==> src/rtl/pwr_hs_pkg.sv <==
package pwr_hs_pkg;

    localparam int TYPE_W = 4;
    localparam int DOM_W  = 4;
    localparam int MASK_W = 8;
    localparam int DATA_W = 32;
    localparam int ADDR_W = 2;

    localparam int CMD_W   = TYPE_W + DOM_W + MASK_W;
    localparam int PEND_BIT = CMD_W;

    localparam logic [ADDR_W-1:0] OFS_REQ = ADDR_W'(0);
    localparam logic [ADDR_W-1:0] OFS_ACK = ADDR_W'(1);

    localparam int ACK_DONE_BIT  = 0;
    localparam int ACK_ABORT_BIT = 1;

    typedef struct packed {
        logic [MASK_W-1:0] mask;
        logic [DOM_W-1:0]  domain;
        logic [TYPE_W-1:0] kind;
    } pwr_cmd_t;

    typedef enum logic [1:0] {
        RES_NONE  = 2'b00,
        RES_DONE  = 2'b01,
        RES_ABORT = 2'b10
    } pwr_res_t;

    // abort wins over complete when both bits are written
    function automatic pwr_res_t decode_ack(input logic [DATA_W-1:0] wd);
        pwr_res_t r;
        if (wd[ACK_ABORT_BIT])
            r = RES_ABORT;
        else if (wd[ACK_DONE_BIT])
            r = RES_DONE;
        else
            r = RES_NONE;
        return r;
    endfunction

    function automatic logic [DATA_W-1:0] pack_req(input pwr_cmd_t c, input logic pend);
        logic [DATA_W-1:0] r;
        r = '0;
        r[CMD_W-1:0] = c;
        r[PEND_BIT]  = pend;
        return r;
    endfunction

    function automatic logic [DATA_W-1:0] pack_ack(input pwr_res_t s);
        logic [DATA_W-1:0] r;
        r = '0;
        r[ACK_DONE_BIT]  = (s == RES_DONE);
        r[ACK_ABORT_BIT] = (s == RES_ABORT);
        return r;
    endfunction

endpackage

==> src/rtl/pwr_cmd_capture.sv <==
module pwr_cmd_capture
    import pwr_hs_pkg::*;
(
    input  logic     clk,
    input  logic     rst,
    input  logic     req_i,
    input  pwr_cmd_t cmd_i,
    output logic     pend_o,
    output pwr_cmd_t cmd_o
);

    logic     pend_q;
    pwr_cmd_t cmd_q;

    always_ff @(posedge clk) begin
        if (rst) begin
            pend_q <= 1'b0;
            cmd_q  <= '0;
        end else begin
            pend_q <= req_i;
            if (req_i && !pend_q)
                cmd_q <= cmd_i;
            else if (!req_i)
                cmd_q <= '0;
        end
    end

    assign pend_o = pend_q;
    assign cmd_o  = cmd_q;


    cmd_hold_chk: assert property (@(posedge clk) disable iff (rst)
        (pend_q && $past(pend_q)) |-> $stable(cmd_q));

endmodule

==> src/rtl/pwr_result_reg.sv <==
module pwr_result_reg
    import pwr_hs_pkg::*;
(
    input  logic              clk,
    input  logic              rst,
    input  logic              req_i,
    input  logic              pend_i,
    input  logic              wr_i,
    input  logic [DATA_W-1:0] wdata_i,
    output pwr_res_t          res_o
);

    pwr_res_t res_q;
    pwr_res_t res_new;

    assign res_new = decode_ack(wdata_i);

    always_ff @(posedge clk) begin
        if (rst)
            res_q <= RES_NONE;
        else if (!req_i)
            res_q <= RES_NONE;
        else if (wr_i && pend_i && res_q == RES_NONE)
            res_q <= res_new;
    end

    assign res_o = res_q;


    idle_no_result_chk: assert property (@(posedge clk) disable iff (rst)
        !pend_i |-> (res_q == RES_NONE));


    result_sticky_chk: assert property (@(posedge clk) disable iff (rst)
        (pend_i && $past(res_q) != RES_NONE) |-> $stable(res_q));

endmodule

==> src/rtl/pwr_reg_read.sv <==
module pwr_reg_read
    import pwr_hs_pkg::*;
(
    input  logic [ADDR_W-1:0] addr_i,
    input  pwr_cmd_t          cmd_i,
    input  logic              pend_i,
    input  pwr_res_t          res_i,
    output logic [DATA_W-1:0] rdata_o
);

    always_comb begin
        case (addr_i)
            OFS_REQ: rdata_o = pack_req(cmd_i, pend_i);
            OFS_ACK: rdata_o = pack_ack(res_i);
            default: rdata_o = '0;
        endcase
    end

endmodule

==> src/rtl/pwr_ctrl_hs.sv <==
module pwr_ctrl_hs
    import pwr_hs_pkg::*;
(
    input  logic              clk,
    input  logic              rst,
    input  logic              pwr_req_i,
    input  logic [TYPE_W-1:0] pwr_kind_i,
    input  logic [DOM_W-1:0]  pwr_domain_i,
    input  logic [MASK_W-1:0] pwr_mask_i,
    output logic              pwr_done_o,
    output logic              pwr_abort_o,
    output logic              mgr_irq_o,
    input  logic              mgr_wen_i,
    input  logic [ADDR_W-1:0] mgr_addr_i,
    input  logic [DATA_W-1:0] mgr_wdata_i,
    output logic [DATA_W-1:0] mgr_rdata_o
);

    pwr_cmd_t cmd_in;
    pwr_cmd_t cmd_held;
    logic     pend;
    pwr_res_t res;
    logic     ack_wr;

    assign cmd_in.kind   = pwr_kind_i;
    assign cmd_in.domain = pwr_domain_i;
    assign cmd_in.mask   = pwr_mask_i;
    assign ack_wr        = mgr_wen_i && (mgr_addr_i == OFS_ACK);

    pwr_cmd_capture u_cap (
        .clk    (clk),
        .rst    (rst),
        .req_i  (pwr_req_i),
        .cmd_i  (cmd_in),
        .pend_o (pend),
        .cmd_o  (cmd_held)
    );

    pwr_result_reg u_res (
        .clk     (clk),
        .rst     (rst),
        .req_i   (pwr_req_i),
        .pend_i  (pend),
        .wr_i    (ack_wr),
        .wdata_i (mgr_wdata_i),
        .res_o   (res)
    );

    pwr_reg_read u_rd (
        .addr_i  (mgr_addr_i),
        .cmd_i   (cmd_held),
        .pend_i  (pend),
        .res_i   (res),
        .rdata_o (mgr_rdata_o)
    );

    assign pwr_done_o  = (res == RES_DONE);
    assign pwr_abort_o = (res == RES_ABORT);
    assign mgr_irq_o   = pend && (res == RES_NONE);


    irq_on_rise_chk: assert property (@(posedge clk) disable iff (rst)
        $rose(pend) |-> mgr_irq_o);


    withdraw_clear_chk: assert property (@(posedge clk) disable iff (rst)
        $fell(pend) |-> (!pwr_done_o && !pwr_abort_o && !mgr_irq_o));

endmodule

==> config.mk <==
export PLATFORM = sky130hd
export DESIGN_NAME = pwr_ctrl_hs
export DESIGN_NICKNAME = d
export VERILOG_FILES = /design/src/rtl/pwr_hs_pkg.sv /design/src/rtl/pwr_cmd_capture.sv /design/src/rtl/pwr_result_reg.sv /design/src/rtl/pwr_reg_read.sv /design/src/rtl/pwr_ctrl_hs.sv
export SDC_FILE = /design/constraint.sdc
export NUM_CORES = 1
export LEC_CHECK = 0
export BUFFER_PORTS_ARGS = -buffer_cell sky130_fd_sc_hd__buf_2
export CAP_MARGIN = 5
export CORE_AREA = 2 2 70 55
export DETAILED_ROUTE_END_ITERATION = 6
export DIE_AREA = 0 0 72 57
export PLACE_DENSITY_LB_ADDON = 0.2
export SLEW_MARGIN = 15
export SYNTH_ARGS = -nofsm -noshare
export SYNTH_HDL_FRONTEND = slang
export SYNTH_SLANG_ARGS = --single-unit
==> constraint.sdc <==
create_clock -name clk -period 1.3 [get_ports clk]
set_clock_uncertainty 0.2 [all_clocks]
set_input_delay 0.26 -clock clk [delete_from_list [all_inputs] [get_ports clk]]
set_output_delay 0.26 -clock clk [all_outputs]
set_load 0.01 [all_outputs]
==> results.json, run 1 <==
{
  "status": "finished with violations",
  "violations": "setup timing",
  "mostFrequentLayoutCells": "buf_2, buf_6, nor2_1",
  "routed.top_layer": "met4",
  "cts_tree": "done",
  "ir_drop_uv": 613,
  "layout_commonest_cell": "buf_2",
  "ys_warn_count": 0,
  "floorplan.core_area_sq_um": 3490,
  "clk_pin_slew_ns": 0.07,
  "initial_core_util_pct": 28.1,
  "cp_num_buf_inv": 1,
  "vias_per_cell": 4.08,
  "crit_required_ns": 0.84,
  "p_clk_share_pct": 33.1,
  "die_h_um": 57,
  "die_w_um": 72,
  "switching_share_pct": 24.6,
  "setup_slack_ns": -0.258,
  "synth-seq-cells": 19,
  "ant_nets": 0,
  "root_buffer": "clkbuf_8",
  "cts_buffers": 3,
  "cts_max_level": 1,
  "syn_inst": 104,
  "p_comb_share_pct": 16.8,
  "grt_pass1_vias": 752,
  "placed_area_sq_um": 1210,
  "synthTopCellsByArea": "dfxtp_1, mux2i_1, buf_4, and2_1, nor2_1",
  "area_growth_pct": 50.6,
  "critical_path_class": "reg -> out",
  "place_congestion": 0.801,
  "drt_iter0_drc": 12,
  "final_area_sq_um": 1480,
  "die-area_sq_um": 4100,
  "fill_cells": 343,
  "synth.avg_cell_area_sq_um": 9.44,
  "io_buffers": 43,
  "grt-ovfl-total": 0,
  "wl_per_cell_um": 10.7,
  "clock-sinks": 19,
  "via_count": 815,
  "met3_length_um": 188,
  "internal_power_mw": 0.923,
  "path_cells": "nor2b_4, mux2i_1, nor2_1, buf_2",
  "pin_count": 89,
  "cts_hold_buf": 0,
  "grt_pass1_wl_um": 3270,
  "grt_usage_pct": 10.3,
  "hp-class": "in -> reg",
  "dp_hpwl_um": 1570,
  "max-clock-path-buffers": 2,
  "yosys.area.top_type": "dfxtp_1",
  "critPathCaptureType": "primary output",
  "setup_tns_ns": -1.17,
  "crit_path_max_fanout": 4,
  "setup_violations": 20,
  "critPathArrivalTime_ns": 1.10,
  "cp-start-kind": "flip-flop",
  "max_stage_delay_ns": 0.38,
  "final.min_clock_period_ns": 1.56,
  "drc": 0,
  "slowest_stage": "dfxtp_4",
  "fmax_mhz": 642,
  "wl_met1_um": 902,
  "clock_latency_ns": 0.25,
  "antenna_found_initial": 0,
  "final_net_count": 213,
  "leakagePower_nw": 0.727,
  "synth_top_area_share_pct": 38.7,
  "wl_um": 2140,
  "finalHoldViolations": 0,
  "rsz0062_at_grt": "yes",
  "seqPwrFrac_pct": 50.1,
  "drive_above_1_share_pct": 52.5,
  "power_density_nw_per_um2": 828,
  "grt_max_degree": 20,
  "rows": 19,
  "maxSlewViolCount": 0,
  "first_pass_iters": 3,
  "netlist_area_sq_um": 982,
  "n_antenna_cell": 0,
  "post-route-period-util_pct": 120,
  "maxCapViolCount": 0,
  "ys_seq_area_share_pct": 38.7,
  "wl_met2_um": 1040,
  "path_delay_family": "flip-flops",
  "synth_cell_types": 19,
  "switchingPower_mw": 0.301
}
==> sequential cells by signal (all words and copies together) (netlist names) <==
name and cells:
u_res.res_o 2, u_cap.cmd_o 16, u_cap.pend_o 1
==> cell families (layout without fill, tap and decap cells) <==
family                 Yosys count  after routing  share of synthesized area (%)
buffers and inverters           22             62                           17.8
AOI/OAI and AO/OA                2              2                           1.40
muxes                           18             18                           18.3
DFF                             19             19                           38.7
and+or+nand+nor                 42             42                           23.3
other                            1             15                          0.382
==> power by group through the flow <==
stage,Combinational [mW],Sequential (mW),Clock (mW)
2_1_floorplan,0.146,0.625,0
3_3_place_gp,0.172,0.627,0
3_5_place_dp,0.175,0.628,0
4_1_cts,0.197,0.612,0.430
5_1_grt,0.227,0.616,0.454
6_report,0.206,0.613,0.405
==> synthesized netlist by cell type <==
master and n:
nor2_1 20, dfxtp_1 19, mux2i_1 18, buf_4 16, and2_1 14, buf_6 2
inv_1 2, nor2b_1 2, a21oi_1 1, a41oi_1 1, and2_2 1, and3b_1 1
and4bb_1 1, buf_12 1, buf_2 1, conb_1 1, nand2b_1 1, nor2_2 1
nor3b_2 1
==> cell type report <==
type                    instances  area, sq um  share of cell area [%]
clock buffers                   3         41.3                    2.79
repair buffers                 56          447                    30.2
inverters                       2         7.51                   0.508
clock inverters                 1         5.00                   0.338
flip-flops and latches         19          390                    26.4
multi-input cells              77          536                    36.2
well taps                      42         52.6                    3.55
==> worst paths after layout <==
check / from / to / cells past startpoint / slack (ns)
setup reg to reg: u_cap.pend_o$_SDFF_PP0_ / u_res.res_o[0]$_SDFFE_PP0P_ / 5 / 0.01
hold / removal: pwr_domain_i[2] / u_cap.cmd_o[6]$_SDFFE_PP0P_ / 3 / 0.04
hold reg to reg: u_cap.cmd_o[13]$_SDFFE_PP0P_ / u_cap.cmd_o[13]$_SDFFE_PP0P_ / 2 / 0.30
setup / recovery: u_res.res_o[1]$_SDFFE_PP0P_ / mgr_rdata_o[1] / 4 / -0.26
==> stage by stage <==
stage | hold WS [ns] | instances | power (mW) | util [%] | setup WS, ns
floorplan | 0.204 | 118 | 0.770 | - | -0.0211
global placement | 0.268 | 193 | 0.799 | 34.8 | -0.116
detailed placement | 0.280 | 193 | 0.803 | 34.8 | -0.0939
CTS | 0.0301 | 200 | 1.24 | 39.8 | -0.259
global route | 0.0311 | 200 | 1.30 | 42.3 | -0.329
finish | 0.0362 | 200 | 1.22 | 42.3 | -0.258
==> per-layer routing <==
layer	vias to the layer above	GRT usage [%]
met2	33	17.1
met1	371	12.8
met5	-	0
met4	0	0.809
met3	2	4.95
li1	409	-
==> worst reg2reg max path, cell delays in order, from the launching register on <==
cell	delay, ns
dfxtp_2	0.34
buf_4	0.13
buf_4	0.16
and4bb_1	0.19
a21oi_1	0.12
nor2_1	0.05
==> repair_timing <==
item / CTS / global route
resized for setup: 28 / 20
buffers inserted: 3 / 1
endpoints found under the setup margin: 20 / 21
pin swaps: 17 / 2
Power figures use the tool's default switching activity.
==> inputs of run 2 (changes only) <==
Settings changed: GPL_TIMING_DRIVEN set to 0.
==> run 2 against run 1 <==
  * The flow still finishes with violations (setup timing)
  * Register-to-register slack gained 0.04 ns
  * Die area is the same
  * Non-clock buffer count grew 22
  * Clock-buffer cell count is the same
  * Critical endpoint is now mgr_rdata_o[0]
  * Highest routed layer is now met3
==> results.json, run 2 (synthesis results as in run 1) <==
{
  "max-clock-path-buffers": 2,
  "leakagePower_nw": 0.858,
  "rr_startpoint": "u_cap.pend_o$_SDFF_PP0_",
  "root_buffer": "clkbuf_8",
  "place_ws_ns": -0.304,
  "wl_per_cell_um": 10.9,
  "via_count": 893,
  "drive_above_1_share_pct": 57.8,
  "drt_iter0_drc": 16,
  "cts_tree": "done",
  "slowest_stage": "dfxtp_4",
  "finalHoldViolations": 0,
  "crit_path_max_fanout": 4,
  "cts_max_level": 1,
  "fmax_mhz": 639,
  "max_stage_delay_ns": 0.38,
  "maxCapViolCount": 0,
  "die_h_um": 57,
  "area_growth_pct": 71.8,
  "ant_nets": 0,
  "initial_core_util_pct": 28.1,
  "violations": "setup timing",
  "setup_slack_ns": -0.265,
  "critPathCaptureType": "primary output",
  "min-delay-start": "pwr_mask_i[5]",
  "clock_latency_ns": 0.25,
  "dp_hpwl_um": 1540,
  "final.min_clock_period_ns": 1.56,
  "grt_usage_pct": 11.4,
  "place_congestion": 0.774,
  "first_pass_iters": 2,
  "path_cells": "nor2b_4, mux2i_1, nor2_1, buf_2",
  "drc": 0,
  "grt_pass1_vias": 812,
  "dp.cells": 203,
  "stdcell_count": 222,
  "maxSlewViolCount": 0,
  "placed_area_sq_um": 1310,
  "final_net_count": 235,
  "io_buffers": 43,
  "floorplan.core_area_sq_um": 3490,
  "largest_register_ffs": 16,
  "rsz0062_at_grt": "yes",
  "power_density_nw_per_um2": 763,
  "setup_violations": 20,
  "die_w_um": 72,
  "grt_pass1_wl_um": 3630,
  "clock-sinks": 19,
  "final_area_sq_um": 1690,
  "hold_slack_ns": 0.0316,
  "critPathArrivalTime_ns": 1.10,
  "cts_buffers": 3,
  "seq_area_sq_um": 392,
  "critical_path_class": "reg -> out",
  "hp-class": "in -> reg",
  "path_delay_family": "flip-flops",
  "rows": 19,
  "fill_cells": 355,
  "clk_pin_slew_ns": 0.07,
  "vias_per_cell": 4.02,
  "ir_drop_uv": 474,
  "grt_max_degree": 12,
  "n_antenna_cell": 0,
  "cp_num_buf_inv": 1,
  "die-area_sq_um": 4100,
  "status": "finished with violations",
  "mostFrequentLayoutCells": "buf_6, buf_2, buf_4",
  "grt-ovfl-total": 0,
  "post-route-period-util_pct": 120,
  "multiInputGateArea_sq_um": 536,
  "antenna_found_initial": 0,
  "crit_required_ns": 0.84,
  "cp-start-kind": "flip-flop",
  "cp-startpoint": "u_res.res_o[0]$_SDFFE_PP0P_",
  "wl_um": 2420,
  "pin_count": 89,
  "total_power_mw": 1.29
}
[run 2: cell count changes in the layout (fill, tap and decap cells not counted), sizes merged]
cell	delta
buf	+21
clkbuf	+1
[run 2: routing by layer]
layer	part of all wire, %	vias up	GRT usage, %
met4	0	0	1.62
met5	0	-	0
met3	6.4	0	3.18
li1	-	456	-
met1	43	405	13.9
met2	50	32	20.4
[run 2: metrics by stage]
step / util, % / TNS, ns
floorplan: - / -0.0334
global placement: 37.4 / -3.37
detailed placement: 37.4 / -3.66
CTS: 43.5 / -2.08
global route: 48.3 / -2.78
finish: 48.3 / -2.09
[run 2: what timing repair did]
action / in CTS / in global routing
buffers inserted: 5 / 10
pin swaps: 15 / 2
cloned: 1 / 1
gates resized for setup: 38 / 17
endpoints found under the setup margin: 20 / 28
hold buffers: 0 / 0
[run 2: cell type report]
class                           instances  area share, %
Multi-Input combinational cell         77           31.7
Timing Repair Buffer                   59           29.3
Sequential cell                        19           23.2
Buffer                                 19           9.49
Tap cell                               42           3.11
Clock buffer                            3           2.45
Inverter                                2          0.445
Clock inverter                          1          0.297
[run 2: path summary, 6_finish.rpt]
| kind | slack (ns) | depth (start not counted) | end |
|---|---|---|---|
| max | -0.26 | 4 | mgr_rdata_o[0] |
| min | 0.03 | 3 | u_cap.cmd_o[13]$_SDFFE_PP0P_ |
| max reg2reg | 0.05 | 5 | u_cap.cmd_o[14]$_SDFFE_PP0P_ |
| min reg2reg | 0.30 | 2 | u_cap.cmd_o[7]$_SDFFE_PP0P_ |
[run 2: worst min-delay path: cells and delay by family]
family	cells	cell delay, ns
buf+inv	1	0.07
simple gates	1	0.07
mux	1	0.05
[run 2: report_power, final]
part | switching, mW | internal, mW
combinational | 0.109 | 0.158
clock | 0.197 | 0.213
sequential | 0.0123 | 0.599
total | 0.318 | 0.970
==> inputs of run 3 (changes only) <==
==> constraint.sdc (replaced) <==
create_clock -name clk -period 1.3 [get_ports clk]
set_clock_uncertainty 0.2 [all_clocks]
set_input_delay 0.195 -clock clk [delete_from_list [all_inputs] [get_ports clk]]
set_output_delay 0.195 -clock clk [all_outputs]
set_load 0.01 [all_outputs]
==> run 3 against run 2 <==
  * The flow still finishes with violations (setup timing)
  * Power grew 1.5%
  * Sequential share of layout area shrank 1.4 points
  * First-iteration DRC count shrank 25%
  * Hold slack lost 0.015 ns
  * Global-route usage shrank 0.38 points
  * Critical path depth is the same
  * Die area is the same
  * Cell count grew 7.7%
  * Register-to-register slack is essentially flat
  * Wire length grew 7.3%
  * Core utilization grew 2.8 points
==> results.json, run 3 (synthesis results as in run 1) <==
{
  "status": "finished with violations",
  "violations": "setup timing",
  "met3_length_um": 195,
  "die_w_um": 72,
  "cp-start-kind": "flip-flop",
  "io_buffers": 43,
  "total_power_mw": 1.31,
  "placed_area_sq_um": 1300,
  "drive_above_1_share_pct": 51.3,
  "area_growth_pct": 81.8,
  "critPathCaptureType": "primary output",
  "first_pass_iters": 2,
  "dp_hpwl_um": 1580,
  "max-clock-path-buffers": 2,
  "reg2reg_depth": 4,
  "ant_nets": 0,
  "finalHoldViolations": 0,
  "final_net_count": 252,
  "endpoint": "mgr_rdata_o[0]",
  "place_congestion": 0.775,
  "largest_register_ffs": 16,
  "dp.cells": 203,
  "crit_path_max_fanout": 3,
  "critPathArrivalTime_ns": 1.08,
  "grt_usage_pct": 11.0,
  "drc": 0,
  "initial_core_util_pct": 28.1,
  "maxSlewViolCount": 0,
  "rr_startpoint": "u_cap.pend_o$_SDFF_PP0_",
  "final_util_pct": 51.1,
  "rsz0062_at_grt": "yes",
  "cts_tree": "done",
  "floorplan.core_area_sq_um": 3490,
  "antenna_found_initial": 0,
  "wl_met2_um": 1310,
  "final_area_sq_um": 1790,
  "leakagePower_nw": 0.907,
  "wl_um": 2600,
  "fmax_mhz": 678,
  "crit_required_ns": 0.90,
  "drt_iter0_drc": 12,
  "grt-ovfl-total": 0,
  "die_h_um": 57,
  "cts_buffers": 3,
  "stdcell_count": 239,
  "holdPathStages": 3,
  "setup_slack_ns": -0.174,
  "reg2reg_to": "u_cap.cmd_o[12]$_SDFFE_PP0P_",
  "clock_latency_ns": 0.25,
  "place_ws_ns": -0.163,
  "critical_path_class": "reg -> out",
  "cts_max_level": 1,
  "post-route-period-util_pct": 113,
  "grt_pass1_vias": 812,
  "setup_violations": 6,
  "n_antenna_cell": 0,
  "cp-startpoint": "u_res.res_o[0]$_SDFFE_PP0P_",
  "maxCapViolCount": 0,
  "wl_per_cell_um": 10.9,
  "power_density_nw_per_um2": 733,
  "vias_per_cell": 4.00,
  "mostFrequentLayoutCells": "buf_2, buf_4, buf_6, nor2_1, mux2i_1",
  "clock-sinks": 19,
  "hp-class": "in -> reg",
  "rows": 19,
  "root_buffer": "clkbuf_8",
  "grt_max_degree": 12,
  "layout_commonest_cell": "buf_2",
  "r2r_setup_slack_ns": 0.04,
  "pin_count": 89,
  "grt_pass1_wl_um": 3570,
  "routed.top_layer": "met4",
  "die-area_sq_um": 4100,
  "via_count": 955,
  "final.min_clock_period_ns": 1.47,
  "ir_drop_uv": 523,
  "wl_met1_um": 1090,
  "clk_pin_slew_ns": 0.07
}
[run 3: cell count changes in the layout (fill, tap and decap cells not counted), moves of 2 or more]
cell,previous run,this run
and2_1,0,4
and2_4,15,11
buf_2,25,31
buf_4,25,27
buf_6,25,20
dlygate4sd3_1,0,16
[run 3: per-stage QoR]
step	hold slack, ns	setup TNS (ns)
final	0.0163	-0.561
after global routing	0.0748	-0.920
after CTS	0.0261	-2.05
after detailed placement	0.234	-1.57
after global placement	0.229	-1.46
after floorplan	0.139	-0.0137
[run 3: final cells by class]
class / instances / area [sq um]
clock buffers: 4 / 45.0
repair buffers: 76 / 603
flip-flops and latches: 19 / 389
well taps: 42 / 52.6
inverters: 2 / 7.51
multi-input cells: 77 / 533
plain buffers: 19 / 155
fillers: 342 / 1710
[run 3: repair_timing]
action,in CTS,in global routing
gates cloned,0,1
resized for setup,11,34
hold endpoints to repair,16,0
pin swaps,2,2
setup endpoints to repair,15,29
setup buffers,4,12
hold buffers,16,0
[run 3: routing by layer]
layer	GRT usage (%)	vias to the layer above
li1	-	492
met1	12.8	425
met2	19.0	36
met3	4.95	2
met4	1.62	0
met5	0	-
[run 3: how the worst min path moves through the flow]
| stage | start | to | slack (ns) |
|---|---|---|---|
| final | mgr_wdata_i[1] | u_res.res_o[1]$_SDFFE_PP0P_ | 0.02 |
| after global routing | mgr_wdata_i[1] | u_res.res_o[1]$_SDFFE_PP0P_ | 0.07 |
| after CTS | mgr_wdata_i[1] | u_res.res_o[1]$_SDFFE_PP0P_ | 0.03 |
| after detailed placement | pwr_mask_i[6] | u_cap.cmd_o[14]$_SDFFE_PP0P_ | 0.23 |
| after global placement | pwr_kind_i[2] | u_cap.cmd_o[2]$_SDFFE_PP0P_ | 0.23 |
| after floorplan | pwr_kind_i[0] | u_cap.cmd_o[0]$_SDFFE_PP0P_ | 0.14 |
[run 3: critical path: stages, from the launching register on]
cell and delay, ns:
dfxtp_4 0.38, nor2b_4 0.16, mux2i_1 0.08, nor2_1 0.08, buf_2 0.13
[run 3: power breakdown]
part / switching (mW) / internal, mW / total [mW]
Combinational: 0.115 / 0.181 / 0.296
Sequential: 0.0120 / 0.601 / 0.613
Clock: 0.182 / 0.217 / 0.400
Total: 0.309 / 0.999 / 1.31
